File: config.mk
export PLATFORM = sky130hd
export DESIGN_NAME = flag_ofs_seq
export DESIGN_NICKNAME = d
export VERILOG_FILES = /design/src/rtl/flag_ofs_pkg.sv /design/src/rtl/ofs_access_decode.sv /design/src/rtl/ofs_sel_ptr.sv /design/src/rtl/ofs_regfile.sv /design/src/rtl/flag_ofs_seq.sv
export SDC_FILE = /design/constraint.sdc
export NUM_CORES = 1
export LEC_CHECK = 0
export ABC_AREA = 1
export BUFFER_PORTS_ARGS = -buffer_cell sky130_fd_sc_hd__buf_2
export CAP_MARGIN = 10
export CORE_UTILIZATION = 51
export CTS_CLUSTER_DIAMETER = 50
export CTS_CLUSTER_SIZE = 28
export DETAILED_ROUTE_END_ITERATION = 16
export PLACE_DENSITY = 0.78
export SKIP_CTS_REPAIR_TIMING = 1
export SYNTH_ARGS = -nofsm -noshare
export SYNTH_HDL_FRONTEND = slang
export SYNTH_SLANG_ARGS = --single-unit
export TNS_END_PERCENT = 10
File: constraint.sdc
create_clock -name clk -period 1.72 [get_ports clk]
set_clock_uncertainty 0.2 [all_clocks]
set_input_delay 0.172 -clock clk [delete_from_list [all_inputs] [get_ports clk]]
set_output_delay 0.172 -clock clk [all_outputs]
set_load 0.02 [all_outputs]
File: src/rtl/flag_ofs_pkg.sv
package flag_ofs_pkg;

    typedef enum logic [1:0] {
        SEL_AE_LO = 2'd0,
        SEL_AE_HI = 2'd1,
        SEL_AF_LO = 2'd2,
        SEL_AF_HI = 2'd3
    } ofs_sel_e;

    function automatic ofs_sel_e next_sel(input ofs_sel_e cur);
        return ofs_sel_e'(cur + 2'd1);
    endfunction

    function automatic logic is_hi_part(input ofs_sel_e cur);
        return cur[0];
    endfunction

    function automatic logic thr_index(input ofs_sel_e cur);
        return cur[1];
    endfunction

endpackage

File: src/rtl/ofs_access_decode.sv
module ofs_access_decode (
    input  logic ld_n,
    input  logic wen1_n,
    input  logic ren1_n,
    input  logic ren2_n,
    output logic cfg_wr,
    output logic cfg_rd,
    output logic fifo_wr_sel,
    output logic fifo_rd_sel
);

    logic rd_req;
    logic wr_req;

    always_comb begin
        wr_req      = ~wen1_n;
        rd_req      = ~ren1_n & ~ren2_n;
        cfg_wr      = ~ld_n & wr_req;
        // write wins a collision; the read is dropped
        cfg_rd      = ~ld_n & rd_req & ~wr_req;
        fifo_wr_sel = ld_n & wr_req;
        fifo_rd_sel = ld_n & rd_req;
    end

endmodule

File: src/rtl/ofs_sel_ptr.sv
module ofs_sel_ptr
    import flag_ofs_pkg::*;
(
    input  logic     clk,
    input  logic     rst_n,
    input  logic     step,
    output ofs_sel_e sel
);

    typedef struct packed {
        ofs_sel_e sel;
    } ptr_st_t;

    ptr_st_t st_d;
    ptr_st_t st_q;

    always_comb begin
        st_d = st_q;
        if (step) begin
            st_d.sel = next_sel(st_q.sel);
        end
    end

    always_ff @(posedge clk or negedge rst_n) begin
        if (!rst_n) begin
            st_q.sel <= SEL_AE_LO;
        end else begin
            st_q <= st_d;
        end
    end

    assign sel = st_q.sel;

endmodule

File: src/rtl/ofs_regfile.sv
module ofs_regfile
    import flag_ofs_pkg::*;
#(
    parameter int DATA_W = 9,
    parameter int PTR_W  = 14,
    parameter int BYTE_W = 8,
    parameter int LO_RST = 7
) (
    input  logic              clk,
    input  logic              rst_n,
    input  logic              cfg_wr,
    input  logic              cfg_rd,
    input  ofs_sel_e          sel,
    input  logic [DATA_W-1:0] wr_data,
    output logic [PTR_W-1:0]  ae_thr,
    output logic [PTR_W-1:0]  af_thr,
    output logic [DATA_W-1:0] rd_data
);

    localparam int HI_W   = PTR_W - BYTE_W;
    localparam int N_THR  = 2;

    typedef struct packed {
        logic [N_THR-1:0][BYTE_W-1:0] lo;
        logic [N_THR-1:0][HI_W-1:0]   hi;
        logic [DATA_W-1:0]            rd;
    } rf_st_t;

    rf_st_t st_d;
    rf_st_t st_q;

    logic [BYTE_W-1:0] wr_lo;
    logic [HI_W-1:0]   wr_hi;
    logic [DATA_W-1:0] sel_val;
    logic              idx;

    always_comb begin
        wr_lo = wr_data[BYTE_W-1:0];
        wr_hi = wr_data[HI_W-1:0];
        idx   = thr_index(sel);
        if (is_hi_part(sel)) begin
            sel_val = DATA_W'(st_q.hi[idx]);
        end else begin
            sel_val = DATA_W'(st_q.lo[idx]);
        end
    end

    always_comb begin
        st_d = st_q;
        if (cfg_wr) begin
            if (is_hi_part(sel)) begin
                st_d.hi[idx] = wr_hi;
            end else begin
                st_d.lo[idx] = wr_lo;
            end
        end else if (cfg_rd) begin
            st_d.rd = sel_val;
        end
    end

    always_ff @(posedge clk or negedge rst_n) begin
        if (!rst_n) begin
            for (int i = 0; i < N_THR; i++) begin
                st_q.lo[i] <= BYTE_W'(LO_RST);
                st_q.hi[i] <= '0;
            end
            st_q.rd <= '0;
        end else begin
            st_q <= st_d;
        end
    end

    logic [N_THR-1:0][PTR_W-1:0] thr;

    for (genvar g = 0; g < N_THR; g++) begin : g_thr
        assign thr[g] = {st_q.hi[g], st_q.lo[g]};
    end

    assign ae_thr  = thr[0];
    assign af_thr  = thr[1];
    assign rd_data = st_q.rd;

endmodule

File: src/rtl/flag_ofs_seq.sv
module flag_ofs_seq
    import flag_ofs_pkg::*;
#(
    parameter int DATA_W = 9,
    parameter int PTR_W  = 14,
    parameter int BYTE_W = 8,
    parameter int LO_RST = 7
) (
    input  logic              clk,
    input  logic              rst_n,
    input  logic              ld_n,
    input  logic              wen1_n,
    input  logic              ren1_n,
    input  logic              ren2_n,
    input  logic [DATA_W-1:0] wr_data,
    output logic [DATA_W-1:0] rd_data,
    output logic [PTR_W-1:0]  ae_thr,
    output logic [PTR_W-1:0]  af_thr,
    output logic              fifo_wr_sel,
    output logic              fifo_rd_sel
);

    logic     cfg_wr;
    logic     cfg_rd;
    logic     step;
    ofs_sel_e cur_sel;

    ofs_access_decode i_dec (
        .ld_n        (ld_n),
        .wen1_n      (wen1_n),
        .ren1_n      (ren1_n),
        .ren2_n      (ren2_n),
        .cfg_wr      (cfg_wr),
        .cfg_rd      (cfg_rd),
        .fifo_wr_sel (fifo_wr_sel),
        .fifo_rd_sel (fifo_rd_sel)
    );

    assign step = cfg_wr | cfg_rd;

    ofs_sel_ptr i_ptr (
        .clk   (clk),
        .rst_n (rst_n),
        .step  (step),
        .sel   (cur_sel)
    );

    ofs_regfile #(
        .DATA_W (DATA_W),
        .PTR_W  (PTR_W),
        .BYTE_W (BYTE_W),
        .LO_RST (LO_RST)
    ) i_rf (
        .clk     (clk),
        .rst_n   (rst_n),
        .cfg_wr  (cfg_wr),
        .cfg_rd  (cfg_rd),
        .sel     (cur_sel),
        .wr_data (wr_data),
        .ae_thr  (ae_thr),
        .af_thr  (af_thr),
        .rd_data (rd_data)
    );

endmodule

==> impl_metrics.json <==
{
  "hp-class": "input port to register",
  "first_pass_iters": 4,
  "placed_area_um2": 2220,
  "netlist_instances": 234,
  "p_per_area_nw_per_um2": 1920,
  "die_y_um": 63.8,
  "nNetsFinal": 303,
  "cp.depth": 4,
  "drt-total-wl_mm": 3.89,
  "p_sw_mw": 2.03,
  "io_pins": 54,
  "cts_buffer_depth": 2,
  "top_usage_layer": "met2",
  "drv_cap": 0,
  "mostFrequentLayoutCell": "nand2_1",
  "synth_cell_types": 19,
  "clock-sinks": 38,
  "avgSynthCellArea_um2": 8.34,
  "wire_per_inst_um": 11.5,
  "die_w_um": 63.8,
  "arrival_ns": 1.50,
  "crit_chain": "buf_4 > nand3_2 > nand2_1 > o21ai_2",
  "endpoint_kind": "register",
  "fin_crit_sh": 0.881,
  "mappedNetlistArea_um2": 1950,
  "cts_tree": "yes",
  "cts-root-buf": "clkbuf_8",
  "insertion_delay_ns": 0.29,
  "cts-buffers-inserted": 5,
  "design.core.area_um2": 3660,
  "crit_type": "register to register",
  "ys_warn_count": 0,
  "internal_power_mw": 2.46,
  "comb_power_share": 0.486,
  "setup_tns_ns": 0,
  "layout_common_cells": "nand2_1, buf_2, inv_1, dfrtp_1, o21ai_2",
  "place_worst_setup_slack_ns": 0.213,
  "gr-usage-met2": 0.356,
  "grt_pass1_vias": 1523,
  "path_delay_family": "simple AND/OR/NAND/NOR gates",
  "cp.required_ns": 1.70,
  "cp_slowest_stage_delay_ns": 0.39,
  "place_congestion": 0.761,
  "hold_path_depth": 3,
  "vias": 1591,
  "layout-drive-gt1-share": 0.349,
  "grt_use_total": 0.221,
  "startpoint_type": "register",
  "drt_iter0_markers": 49,
  "grtUsageMet3": 0.0607,
  "ys_seq_elements": 38,
  "leakage_nw": 1.32,
  "path_buf_inv": 1,
  "p_sw_frac": 0.453,
  "drc": 0,
  "worstPathMaxFanout": 18,
  "numPlacedInstances": 326,
  "hold_viol_final": 0,
  "antenna_found_initial": 0,
  "rsz0062_at_grt": "no",
  "pwr-share-clk": 0.140,
  "final_area_um2": 2340,
  "dpl.hpwl_mm": 2.78,
  "drtAntennaViolNets": 0,
  "final_cells": 337,
  "rows": 22,
  "period_needed_ns": 1.52,
  "worst_r2r_path_depth": 4,
  "syn_to_final_growth_pct": 19.9,
  "start_util": 0.533,
  "critPathSlowestCell": "dfrtp_1",
  "final-setup-viol-count": 0,
  "clk_pin_slew_worst_paths_ns": 0.07,
  "slew_violations": 0,
  "status": "finished, final reports clean",
  "io_buffers": 51,
  "fillCellCount": 337,
  "vias_per_cell": 4.72,
  "grt_first_pass_wirelength_mm": 6.77,
  "antenna_cells": 0,
  "setup_slack_ns": 0.204,
  "grt_overflow": 0,
  "syn-num-nets": 249,
  "fmax_mhz": 660,
  "htree_levels": 2,
  "grt_max_degree": 22,
  "vdd_drop_max_uv": 896,
  "dieArea_um2": 4080,
  "p_seq_frac": 0.374,
  "ys_seq_area_frac": 0.491,
  "met1_usage": 0.278
}
==> tightest hold or removal path: stages <==
cell and delay [ns]:
buf_2 0.10, inv_1 0.15, o21ai_2 0.08
==> power by group through the flow <==
stage | clock network [mW] | registers (mW) | logic (mW)
final | 0.626 | 1.68 | 2.18
after global routing | 0.685 | 1.74 | 2.44
after CTS | 0.639 | 1.68 | 2.20
after detailed placement | 0 | 1.69 | 2.19
after global placement | 0 | 1.68 | 2.14
after floorplan | 0 | 2.16 | 1.10
==> stage by stage <==
| step | hold WS (ns) | utilization | power [mW] |
|---|---|---|---|
| floorplan | -0.324 | - | 3.26 |
| global placement | -0.0697 | 0.606 | 3.82 |
| detailed placement | -0.0706 | 0.606 | 3.88 |
| CTS | -0.387 | 0.631 | 4.52 |
| global route | 0.00948 | 0.639 | 4.86 |
| finish | 0.00260 | 0.639 | 4.49 |
==> final timing paths <==
path	from	end	slack (ns)
hold reg to reg	i_rf.rd_data[4]	i_rf.rd_data[4]	0.28
max in group asynchronous	rst_n	i_rf.af_thr[0]	0.64
setup reg to reg	i_ptr.sel[1]	i_rf.af_thr[12]	0.20
setup / recovery	i_ptr.sel[1]	i_rf.af_thr[12]	0.20
min in group asynchronous	rst_n	i_rf.ae_thr[13]	0.15
hold / removal	wr_data[2]	i_rf.ae_thr[2]	0.003
==> cell type report <==
class	instances	area, µm²	share of cell area
flip-flops and latches	38	958	0.410
multi-input cells	148	763	0.326
repair buffers	57	320	0.137
inverters	38	145	0.0621
clock buffers	7	86.3	0.0369
well taps	48	60.1	0.0257
clock inverters	1	5.00	0.00214
==> Yosys cell counts <==
master,instances,share of area
dfrtp_1,32,0.41
inv_1,35,0.067
o21ai_1,3,0.0077
a21oi_1,1,0.0026
buf_2,1,0.0026
nand2_1,94,0.18
nor2_4,2,0.012
nor2_1,3,0.0058
inv_4,1,0.0032
conb_1,1,0.0019
dfstp_2,6,0.081
inv_2,2,0.0039
buf_6,3,0.017
buf_4,6,0.023
nand3_1,14,0.036
nand3_4,2,0.018
xor2_1,1,0.0045
nand3_2,2,0.010
o21ai_2,25,0.11
==> per-layer routing <==
layer,part of all wire,vias to the layer above
met3,0.065,10
met5,0,-
li1,-,817
met1,0.44,712
met4,0.024,0
met2,0.47,52
==> state kept, by name, summed over array words and instances (netlist names) <==
signal and count:
i_rf.rd_data 8, i_ptr.sel 2, i_rf.af_thr 14, i_rf.ae_thr 14
==> cells by family after synthesis <==
| kind of cell | after synthesis | synth area share |
|---|---|---|
| DFF | 38 | 0.491 |
| xor gates and xnor gates | 1 | 0.00449 |
| AOI/OAI and AO/OA | 29 | 0.123 |
| buffers and inverters | 48 | 0.117 |
| and+or+nand+nor | 117 | 0.262 |
| other | 1 | 0.00192 |
(Power assumes the default switching activity.)
